`config.mk`:
```
export PLATFORM = sky130hd
export DESIGN_NAME = adc_seq_top
export DESIGN_NICKNAME = d
export VERILOG_FILES = /design/src/rtl/adc_seq_pkg.sv /design/src/rtl/adc_cnv_timer.sv /design/src/rtl/adc_serial_reader.sv /design/src/rtl/adc_frame_packer.sv /design/src/rtl/adc_seq_top.sv
export SDC_FILE = /design/constraint.sdc
export NUM_CORES = 1
export LEC_CHECK = 0
export BUFFER_PORTS_ARGS = -buffer_cell sky130_fd_sc_hd__buf_2
export CORE_MARGIN = 2
export CORE_UTILIZATION = 62
export CTS_CLUSTER_DIAMETER = 120
export DETAILED_ROUTE_END_ITERATION = 8
export GPL_TIMING_DRIVEN = 0
export PLACE_DENSITY_LB_ADDON = 0.25
export SETUP_SLACK_MARGIN = 0.4
export SYNTH_ARGS = -nofsm -noshare
export SYNTH_HDL_FRONTEND = slang
export SYNTH_SLANG_ARGS = --single-unit
```
`constraint.sdc`:
```
create_clock -name clk -period 3.2 [get_ports clk]
set_clock_uncertainty 0.1 [all_clocks]
set_input_delay 0.48 -clock clk [delete_from_list [all_inputs] [get_ports clk]]
set_output_delay 0.48 -clock clk [all_outputs]
set_load 0.01 [all_outputs]
```
`src/rtl/adc_seq_pkg.sv`:
```
package adc_seq_pkg;

    localparam int SAMPLE_BITS = 16;

    typedef logic [SAMPLE_BITS-1:0] sample_word_t;

    // Phase of the serial read engine
    typedef enum logic [1:0] {
        RD_IDLE = 2'd0,
        RD_LOW  = 2'd1,
        RD_HIGH = 2'd2
    } rd_phase_e;

    // Result handed from the read engine to the frame packer
    typedef struct packed {
        logic         valid;
        sample_word_t word;
    } rd_result_t;

    // Bits needed to hold values 0 .. n-1 (at least one bit)
    function automatic int cnt_width(input int n);
        return (n <= 2) ? 1 : $clog2(n);
    endfunction

endpackage

```
`src/rtl/adc_cnv_timer.sv`:
```
module adc_cnv_timer
    import adc_seq_pkg::*;
#(
    parameter int SAMPLE_PERIOD = 1600,
    parameter int CONV_CYCLES   = 310
) (
    input  logic clk,
    input  logic rst,
    output logic cnv,
    output logic rd_start
);
    localparam int PER_W = cnt_width(SAMPLE_PERIOD);
    localparam logic [PER_W-1:0] LAST_POS = PER_W'(SAMPLE_PERIOD - 1);
    localparam logic [PER_W-1:0] CONV_END = PER_W'(CONV_CYCLES);

    logic [PER_W-1:0] pos_q;

    always_ff @(posedge clk) begin
        if (rst) begin
            pos_q    <= '0;
            cnv      <= 1'b0;
            rd_start <= 1'b0;
        end else begin
            pos_q    <= (pos_q == LAST_POS) ? '0 : pos_q + 1'b1;
            cnv      <= (pos_q < CONV_END);
            // Same edge that lowers the convert pulse
            rd_start <= (pos_q == CONV_END);
        end
    end

    // a new pulse only begins once the previous period has fully elapsed
    p_cnv_rise_pos_r1: assert property (@(posedge clk) disable iff (rst)
        $rose(cnv) |-> (pos_q == PER_W'(1)));

endmodule

```
`src/rtl/adc_serial_reader.sv`:
```
module adc_serial_reader
    import adc_seq_pkg::*;
#(
    parameter int SCLK_HALF = 4
) (
    input  logic       clk,
    input  logic       rst,
    input  logic       rd_start,
    input  logic       sdo,
    output logic       sclk,
    output rd_result_t result
);
    localparam int HC_W  = cnt_width(SCLK_HALF);
    localparam int BIT_W = cnt_width(SAMPLE_BITS);
    localparam logic [HC_W-1:0]  HALF_LAST = HC_W'(SCLK_HALF - 1);
    localparam logic [BIT_W-1:0] BIT_LAST  = BIT_W'(SAMPLE_BITS - 1);

    rd_phase_e        phase_q;
    logic [HC_W-1:0]  half_q;
    logic [BIT_W-1:0] bit_q;
    sample_word_t     shift_q;

    always_ff @(posedge clk) begin
        if (rst) begin
            phase_q <= RD_IDLE;
            half_q  <= '0;
            bit_q   <= '0;
            shift_q <= '0;
            result  <= '0;
        end else begin
            result.valid <= 1'b0;
            unique case (phase_q)
                RD_IDLE: begin
                    if (rd_start) begin
                        phase_q <= RD_LOW;
                        half_q  <= '0;
                        bit_q   <= '0;
                    end
                end
                RD_LOW: begin
                    if (half_q == HALF_LAST) begin
                        half_q  <= '0;
                        phase_q <= RD_HIGH;
                        // Sample on the rising serial clock edge, MSB first
                        shift_q <= {shift_q[SAMPLE_BITS-2:0], sdo};
                    end else begin
                        half_q <= half_q + 1'b1;
                    end
                end
                RD_HIGH: begin
                    if (half_q == HALF_LAST) begin
                        half_q <= '0;
                        if (bit_q == BIT_LAST) begin
                            phase_q      <= RD_IDLE;
                            result.valid <= 1'b1;
                            result.word  <= shift_q;
                        end else begin
                            bit_q   <= bit_q + 1'b1;
                            phase_q <= RD_LOW;
                        end
                    end else begin
                        half_q <= half_q + 1'b1;
                    end
                end
                default: phase_q <= RD_IDLE;
            endcase
        end
    end

    assign sclk = (phase_q == RD_HIGH);

    // a read request never arrives while a read is still running
    p_start_when_idle_r4: assert property (@(posedge clk) disable iff (rst)
        rd_start |-> (phase_q == RD_IDLE));

    // a finished read leaves the engine idle with the clock low
    p_done_goes_idle_r4: assert property (@(posedge clk) disable iff (rst)
        result.valid |-> (phase_q == RD_IDLE) && !sclk);

endmodule

```
`src/rtl/adc_frame_packer.sv`:
```
module adc_frame_packer
    import adc_seq_pkg::*;
#(
    parameter int FRAME_LEN = 3692,
    parameter int IDX_W     = cnt_width(FRAME_LEN)
) (
    input  logic             clk,
    input  logic             rst,
    input  rd_result_t       result,
    output logic             smp_valid,
    output sample_word_t     smp_data,
    output logic [IDX_W-1:0] smp_index,
    output logic             frame_done
);
    localparam logic [IDX_W-1:0] IDX_LAST = IDX_W'(FRAME_LEN - 1);

    logic [IDX_W-1:0] next_idx_q;

    always_ff @(posedge clk) begin
        if (rst) begin
            next_idx_q <= '0;
            smp_valid  <= 1'b0;
            smp_data   <= '0;
            smp_index  <= '0;
            frame_done <= 1'b0;
        end else begin
            smp_valid  <= result.valid;
            frame_done <= result.valid && (next_idx_q == IDX_LAST);
            if (result.valid) begin
                smp_data   <= result.word;
                smp_index  <= next_idx_q;
                next_idx_q <= (next_idx_q == IDX_LAST) ? '0 : next_idx_q + 1'b1;
            end
        end
    end

    // frame end coincides with the strobe of the last pixel
    p_done_on_last_r8: assert property (@(posedge clk) disable iff (rst)
        frame_done |-> smp_valid && (smp_index == IDX_LAST));

    // after the last pixel the next index to issue is zero
    p_index_wrap_r7: assert property (@(posedge clk) disable iff (rst)
        (smp_valid && smp_index == IDX_LAST) |-> (next_idx_q == '0));

    // the sample strobe lasts a single cycle
    p_valid_single_r6: assert property (@(posedge clk) disable iff (rst)
        smp_valid |=> !smp_valid);

endmodule

```
`src/rtl/adc_seq_top.sv`:
```
module adc_seq_top
    import adc_seq_pkg::*;
#(
    parameter int SAMPLE_PERIOD = 1600,
    parameter int CONV_CYCLES   = 310,
    parameter int SCLK_HALF     = 4,
    parameter int FRAME_LEN     = 3692
) (
    input  logic                                clk,
    input  logic                                rst,
    input  logic                                adc_sdo,
    output logic                                adc_cnv,
    output logic                                adc_sclk,
    output logic                                smp_valid,
    output logic [SAMPLE_BITS-1:0]              smp_data,
    output logic [cnt_width(FRAME_LEN)-1:0]     smp_index,
    output logic                                frame_done
);
    localparam int IDX_W     = cnt_width(FRAME_LEN);
    localparam int READ_SPAN = 2 * SAMPLE_BITS * SCLK_HALF;
    localparam int HI_W      = cnt_width(CONV_CYCLES + 1);

    // Elaboration checks: one read must fit inside one sample period
    if (CONV_CYCLES < 1 || SCLK_HALF < 1 || FRAME_LEN < 2) begin : g_bad_basic
        $error("adc_seq_top: pulse width, half period and frame length must be positive");
    end
    if (CONV_CYCLES + 2 + READ_SPAN >= SAMPLE_PERIOD) begin : g_bad_fit
        $error("adc_seq_top: pulse plus serial read does not fit in the sample period");
    end

    logic       rd_start;
    rd_result_t rd_res;

    adc_cnv_timer #(
        .SAMPLE_PERIOD(SAMPLE_PERIOD),
        .CONV_CYCLES  (CONV_CYCLES)
    ) u_timer (
        .clk     (clk),
        .rst     (rst),
        .cnv     (adc_cnv),
        .rd_start(rd_start)
    );

    adc_serial_reader #(
        .SCLK_HALF(SCLK_HALF)
    ) u_reader (
        .clk     (clk),
        .rst     (rst),
        .rd_start(rd_start),
        .sdo     (adc_sdo),
        .sclk    (adc_sclk),
        .result  (rd_res)
    );

    adc_frame_packer #(
        .FRAME_LEN(FRAME_LEN),
        .IDX_W    (IDX_W)
    ) u_packer (
        .clk       (clk),
        .rst       (rst),
        .result    (rd_res),
        .smp_valid (smp_valid),
        .smp_data  (smp_data),
        .smp_index (smp_index),
        .frame_done(frame_done)
    );

    // Checker support: length of the current convert pulse
    logic [HI_W-1:0] cnv_hi_len;
    always_ff @(posedge clk) begin
        if (rst)          cnv_hi_len <= '0;
        else if (adc_cnv) cnv_hi_len <= cnv_hi_len + 1'b1;
        else              cnv_hi_len <= '0;
    end

    // pulse width equals the programmed conversion window
    p_cnv_width_r2: assert property (@(posedge clk) disable iff (rst)
        $fell(adc_cnv) |-> (cnv_hi_len == HI_W'(CONV_CYCLES)));

    // no serial clock while the converter is being started
    p_sclk_quiet_r3: assert property (@(posedge clk) disable iff (rst)
        adc_cnv |-> !adc_sclk);

    // the read request follows the falling edge of the pulse
    p_read_after_fall_r4: assert property (@(posedge clk) disable iff (rst)
        rd_start |-> !adc_cnv && $past(adc_cnv));

endmodule

```
==> impl.org, run 1 <==
** Run status
- Status :: complete, no violations

** Finish
- The repair_antennas step left the layout with diodes totalling 0.
- Leaving out filler cells and counting taps, the final layout contains 545.
- In the final layout, the share of cells above drive strength 1 is 0.115.
- NumNets Final :: 477
- Area Overhead vs Synth :: 13.0%
- Fillcell total :: 437

** Global route
- Entering global routing, the biggest net connects 16 pins.
- Global-route congestion overflow total :: 0
- The first global-routing pass estimated 11,900 um of wire.
- GRT met2 Usage :: 0.394
- Peak-usage layer in the global routing report :: met2
- For this run, the total global-route usage over all layers was measured as 0.232.
- In the global route stage, met1 resource usage came out at 0.286.
- For this run, global-route usage on met3 was measured as 0.0374.
- The number of global-route vias before repair was 2,708.
- Initial antenna violation count :: 0

** STA
- Counting I/O delays and the setup requirement, the final critical path takes 2.10 ns.
- The number of failing hold endpoints at the final stage is 0.
- Setup TNS :: 0 ns
- Static timing analysis puts the maximum clock frequency at 475 MHz.
- # setup viols final :: 0
- For the pin with the worst max-slew slack, the measured transition is 0.886 ns.
- Final Slew Violations :: 0
- Setup repair after global routing left no endpoint under its margin.
- In this run the tightest slew margin relative to its limit is 0.410.
- Dividing the final minimum period by the clock period gives 0.658.

** Synth
- The largest total area in the synthesized netlist belongs to sky130_fd_sc_hd__dfxtp_1.
- Post-synth design cell area :: 0.00372 mm2
- In this run, distinct cell masters in the synthesized netlist total 37.
- During synthesis, Yosys emitted a total of 0 warnings.
- Number of synthesized register bits :: 96
- The most used flip-flop cell after synthesis is sky130_fd_sc_hd__dfxtp_1.
- Post-synth EDFFs :: 0
- Averaged over all synthesized cells, the footprint is 8.86 um2.
- Dominant cells by area after synthesis :: sky130_fd_sc_hd__dfxtp_1, sky130_fd_sc_hd__nand2_1, sky130_fd_sc_hd__mux2i_1
- Net count after synthesis :: 432
- Asr flop ratio synth :: 0
- Among all cell types in the netlist, the one instantiated most often is sky130_fd_sc_hd__dfxtp_1.
- Fraction of the yosys area taken by sequential cells :: 0.516
- Commonest cells in the netlist :: sky130_fd_sc_hd__dfxtp_1, sky130_fd_sc_hd__nand2_1, sky130_fd_sc_hd__nor2_1
- Of the post-synthesis cell area, the dominant cell type holds 0.516.
- The cell count after synthesis came out at 420.

** Clock tree
- After clock tree synthesis, the clock-pin slew on the worst setup and hold paths is 0.09 ns.
- Clock buffers created by TritonCTS :: 9
- The number of gates resized after CTS was 0.
- CTS tree :: yes
- The clock passes through at most 2 buffers.
- Buffers inserted to repair hold after CTS numbered 0.
- Clock Root Buffer :: sky130_fd_sc_hd__clkbuf_8
- Clock Sinks :: 96
- In this run the post-CTS setup repair buffer count came out at 0.
- The later pin in the worst-skew pair is clocked with a latency of 0.35 ns.
- Number of H-tree levels :: 3

** Die
- 35 I/O pins were placed.
- DIE WIDTH :: 81.5 um
- Core region area :: 0.00585 mm2
- In this run the vertical extent of the chip is 81.5 um.
- Starting Density :: 0.636
- Cell Rows :: 28
- The die covers 0.00664 mm2.

** Power and ir drop
- Worst VDD drop :: 352 uV
- In this run the static leakage power is 1.54 nW.
- Power per cell area :: 505 mW/mm2
- Summing internal, switching and leakage power gives 2.13 mW.

** Critical path
- The setup path with the least slack is of type flop to flop.
- Endpoint required time on the critical path :: 3.37 ns
- Worst Path Max Fanout :: 10
- Category of the worst setup path launch point :: flop
- Critical Path End Type :: flop
- Worst EP arrival :: 2.27 ns

** Drt
- The routed design has 7240 um of wire.
- Post-DRT Antenna Nets :: 0
- Post-DR wirelength/cell :: 13.3 um
- DR iter-0 viols :: 182
- The first TritonRoute pass finished after 4 iterations.
- After detailed routing, the number of vias per cell comes to 5.41.
- Number of vias in the routed layout :: 2,947
- Residual DRC count :: 0

** Placement
- The HPWL after detailed placement is 5180 um.
- The congestion estimate from routability-driven global placement came to 0.867.
- Dpl cells :: 529
- Total of buffers placed on input and output ports :: 34

** Hold path
- In this run the worst hold path is classified as input port to flop.

** Flow run
- Max-cap violations in this run came to 0.
worst max-delay path, cell delays in order, from the launching register on:
cell	delay [ns]
sky130_fd_sc_hd__dfxtp_1	0.35
sky130_fd_sc_hd__inv_1	0.09
sky130_fd_sc_hd__ha_1	0.29
sky130_fd_sc_hd__nand2_1	0.15
sky130_fd_sc_hd__nor2_1	0.41
sky130_fd_sc_hd__clkbuf_1	0.40
sky130_fd_sc_hd__nand2_1	0.11
sky130_fd_sc_hd__a21oi_1	0.13
layer usage:
metal | vias to the layer above | part of all wire
met2 | 61 | 0.48
met1 | 1378 | 0.46
met3 | 14 | 0.043
met5 | - | 0
li1 | 1494 | -
met4 | 0 | 0.018
cell families (layout without fill, tap and decap cells):
group | after synthesis | after routing | share of synthesized area
AO/OA/AOI/OAI | 58 | 58 | 0.0874
adder cells (fa/ha/maj) | 9 | 9 | 0.0303
AND/OR/NAND/NOR | 186 | 186 | 0.220
XOR/XNOR | 19 | 19 | 0.0447
flip-flops | 96 | 96 | 0.516
buffers and inverters | 24 | 74 | 0.0262
multiplexers | 28 | 28 | 0.0753
sequential cells by signal, summed over array words and instances, names as in the netlist, 2 cells and up:
register	flops
u_reader.result	17
u_packer.next_idx_q	12
u_timer.pos_q	11
u_packer.smp_index	12
u_reader.bit_q	4
u_packer.smp_data	16
u_reader.half_q	2
u_reader.shift_q	16
u_reader.phase_q	2
through the flow:
step | cell area, um2 | hold WS, ns | util | setup slack, ns
2_1_floorplan | 3720 | 0.332 | - | 1.43
3_3_place_gp | 3990 | 0.345 | 0.681 | 1.14
3_5_place_dp | 3990 | 0.349 | 0.681 | 1.12
4_1_cts | 4210 | 0.275 | 0.719 | 1.09
5_1_grt | 4210 | 0.282 | 0.719 | 0.888
6_report | 4210 | 0.282 | 0.719 | 1.10
layout by cell type, fill, tap and decap left out, types with 4 or more instances in the layout:
cell type | synthesis | final
sky130_fd_sc_hd__a21oi_1 | 44 | 44
sky130_fd_sc_hd__buf_1 | 4 | 4
sky130_fd_sc_hd__buf_2 | 0 | 34
sky130_fd_sc_hd__clkbuf_1 | 13 | 15
sky130_fd_sc_hd__clkbuf_8 | 0 | 10
sky130_fd_sc_hd__dfxtp_1 | 96 | 96
sky130_fd_sc_hd__ha_1 | 9 | 9
sky130_fd_sc_hd__inv_1 | 6 | 6
sky130_fd_sc_hd__mux2i_1 | 28 | 28
sky130_fd_sc_hd__nand2_1 | 80 | 80
sky130_fd_sc_hd__nand3_1 | 10 | 10
sky130_fd_sc_hd__nand4_1 | 6 | 6
sky130_fd_sc_hd__nor2_1 | 58 | 58
sky130_fd_sc_hd__nor3_1 | 5 | 5
sky130_fd_sc_hd__nor4_1 | 4 | 4
sky130_fd_sc_hd__o21ai_0 | 6 | 6
sky130_fd_sc_hd__or3_1 | 4 | 4
sky130_fd_sc_hd__xnor2_1 | 10 | 10
sky130_fd_sc_hd__xor2_1 | 9 | 9
worst paths after layout:
path	from	end	slack, ns	cells past startpoint
worst max-delay path	u_reader.phase_q[0]$_SDFFE_PP0P_	u_reader.result[12]$_SDFFE_PP0P_	1.10	7
worst max register to register	u_reader.phase_q[0]$_SDFFE_PP0P_	u_reader.result[12]$_SDFFE_PP0P_	1.10	7
worst min-delay path	adc_sdo	u_reader.shift_q[0]$_SDFFE_PP0P_	0.28	3
worst min register to register	u_reader.result[7]$_SDFFE_PP0P_	u_reader.result[7]$_SDFFE_PP0P_	0.36	2
area by class of cell:
type                    count  area, um2  area share
plain buffers              18       75.1      0.0178
clock buffers              12        145      0.0345
clock inverters             4       76.3      0.0181
inverters                   6       22.5     0.00535
multi-input cells         300       1700       0.405
flip-flops and latches     96       1920       0.457
well taps                  75       93.8      0.0223
repair buffers             34        170      0.0404
where the power goes:
group          internal [mW]  total, mW  leakage [nW]  switching [mW]
sequential              1.20       1.21         0.774         0.00622
combinational         0.0179     0.0587         0.660          0.0408
clock                  0.466      0.862         0.107           0.396
Power figures use the tool's default switching activity.
==> run 2, diff against run 1 <==
CORE_UTILIZATION = 52   (was 62)
clock period = 1.7 ns   (was 3.2 ns; I/O delays follow)
==> impl.org, run 2 (synthesis results as in run 1) <==
** Run status
- Status :: complete, no violations

** Clock tree
- Clock Sinks :: 96
- The number of clock buffers added by TritonCTS is 9.
- Clock Root Buffer :: sky130_fd_sc_hd__clkbuf_8
- TritonCTS built the clock tree.
- Clock input transition at the sequential cells of the worst setup and hold paths :: 0.09 ns
- The clock reaches the later pin of the worst-skew pair after 0.36 ns.
- Buffers from clock root to sink, at most :: 2
- Number of buffers inserted for hold repair after clock tree synthesis :: 0
- The H-tree was split into 3 levels.

** Critical path
- The worst setup path is captured at a flop.
- Data on the critical path arrives at its endpoint at 1.80 ns.
- Category of the worst setup path launch point :: flop
- Worst Path Max Fanout :: 5
- Endpoint required time on the critical path :: 1.86 ns
- The setup path with the least slack is of type flop to flop.

** STA
- Setup violations remaining at the end of the flow were counted as 0.
- Setup repair after global routing could not meet its margin everywhere.
- Setup total negative slack on the finished layout was measured at 0 ns.
- The number of max-slew violations in the final report was 0.
- Worst slew slack as a fraction of its limit :: 0.527
- Static timing analysis puts the maximum clock frequency at 609 MHz.
- Number of hold-slack violations in the final timing report :: 0
- In the finished design, the share of the clock period the worst path needs comes to 0.966.
- Setup slack of the critical path after layout :: 0.0582 ns
- At the pin with the least slew margin, the transition time is 0.710 ns.
- Worst-case hold slack :: 0.0500 ns
- Final critical delay including setup and external delays :: 1.64 ns

** Drt
- The routed layout has 3,262 vias.
- Post-DR wirelength/cell :: 15.7 um
- Residual DRC count :: 0
- The detailed router finished its first iteration with 143 violations.
- Pre-Repair DR Iteration Count :: 4
- In the routed layout, each cell is associated on average with a via count of 5.43.
- Post-DRT Antenna Nets :: 0
- Total length of routed wires :: 9410 um

** Finish
- More flip-flops sit in one register than any other, and that register is u_reader.result.
- Relative to the synthesized area, the layout overhead comes to 42.1%.
- Commonest non-fill, non-tap cell in the layout :: sky130_fd_sc_hd__dfxtp_1
- Fraction of final layout cells with drive strength greater than 1 :: 0.451
- NumNets Final :: 512
- Commonest cells after routing, fill and taps aside :: sky130_fd_sc_hd__dfxtp_1, sky130_fd_sc_hd__nand2_1, sky130_fd_sc_hd__nor2_1
- Registers with the highest flip-flop counts :: u_reader.result (17), u_packer.smp_data (16), u_reader.shift_q (16)
- Flip-flop count of the largest register, all copies and words added :: 17
- Antenna cell count :: 0

** Global route
- First-pass GRT wire length :: 13,900 um
- The number of global-route vias before repair was 3,041.
- Global Route Usage Sum :: 0.230
- Pin count of the biggest net entering global routing :: 16
- Initial antenna violation count :: 0
- Global-route congestion overflow total :: 0

** Die
- Starting Density :: 0.542
- The die covers 0.00785 mm2.
- The floorplan step defined a core boundary enclosing 0.00687 mm2.
- Cell Rows :: 30
- In this run the vertical extent of the chip is 88.6 um.
- In this run the count of I/O pins placed on the die edge is 35.
- Measured along the x axis, the die boundary spans 88.6 um.

** Hold path
- The worst hold path belongs to the class input port to flop.

** Flow run
- Max Cap Viol :: 0

** Power and ir drop
- Power per cell area :: 719 mW/mm2
- In this run the static leakage power is 2.16 nW.
- Worst VDD drop :: 396 uV

** Placement
- Routability-driven placement finished with a final weighted congestion of 0.833.
- Final HPWL DP :: 5370 um
- Before CTS, the worst setup slack after placement is -0.0769 ns.
- The count of buffers added on input and output ports is 34.
run 2: cell count changes in the layout (fill, tap and decap cells not counted), sizes merged:
cell and change:
clkbuf -3, clkinv +3, o21bai +1, bufinv -2
buf +36
run 2: metrics by stage:
step	util	instances	cell area, um2	power (mW)
global route	0.770	601	5290	3.91
CTS	0.720	598	4950	3.77
global placement	0.623	550	4280	2.46
floorplan	-	420	3990	2.42
detailed placement	0.623	550	4280	2.46
finish	0.770	601	5290	3.80
run 2: final cells by class:
type | instances | area [um2]
Tap cell | 96 | 120
Clock inverter | 5 | 31.3
Clock buffer | 11 | 131
Sequential cell | 96 | 1960
Timing Repair Buffer | 68 | 504
Inverter | 6 | 27.5
Multi-Input combinational cell | 301 | 2350
Fill cell | 466 | 1580
Buffer | 18 | 168
run 2: timing repair:
item	in CTS	in global routing
pin swaps	25	31
buffers inserted	27	3
cloned	5	0
endpoints found under the setup margin	63	93
resized for setup	66	101
run 2: power breakdown:
| group | switching [mW] | internal, mW |
|---|---|---|
| Combinational | 0.132 | 0.0972 |
| Clock | 0.774 | 0.531 |
| Sequential | 0.0133 | 2.25 |
| Total | 0.920 | 2.88 |
run 2: path summary, 6_finish.rpt:
path | from | end | slack (ns) | depth (start not counted)
max | u_packer.next_idx_q[8]$_SDFFE_PP0P_ | u_packer.next_idx_q[10]$_SDFFE_PP0P_ | 0.06 | 4
min | adc_sdo | u_reader.shift_q[0]$_SDFFE_PP0P_ | 0.05 | 3
max reg2reg | u_packer.next_idx_q[8]$_SDFFE_PP0P_ | u_packer.next_idx_q[10]$_SDFFE_PP0P_ | 0.06 | 4
min reg2reg | u_reader.result[7]$_SDFFE_PP0P_ | u_reader.result[7]$_SDFFE_PP0P_ | 0.37 | 2
run 2: per-layer routing:
layer	part of all wire	vias up	global-route usage
met5	0	-	0
met4	0.022	0	0.116
met3	0.031	21	0.0401
met2	0.51	71	0.383
met1	0.44	1588	0.289
li1	-	1582	-
run 2: worst max-delay path: stages, from the launching register on:
cell and delay, ns:
sky130_fd_sc_hd__dfxtp_2 0.34, sky130_fd_sc_hd__or3_1 0.36, sky130_fd_sc_hd__or4_4 0.48, sky130_fd_sc_hd__o21bai_4 0.20, sky130_fd_sc_hd__nor2_1 0.06
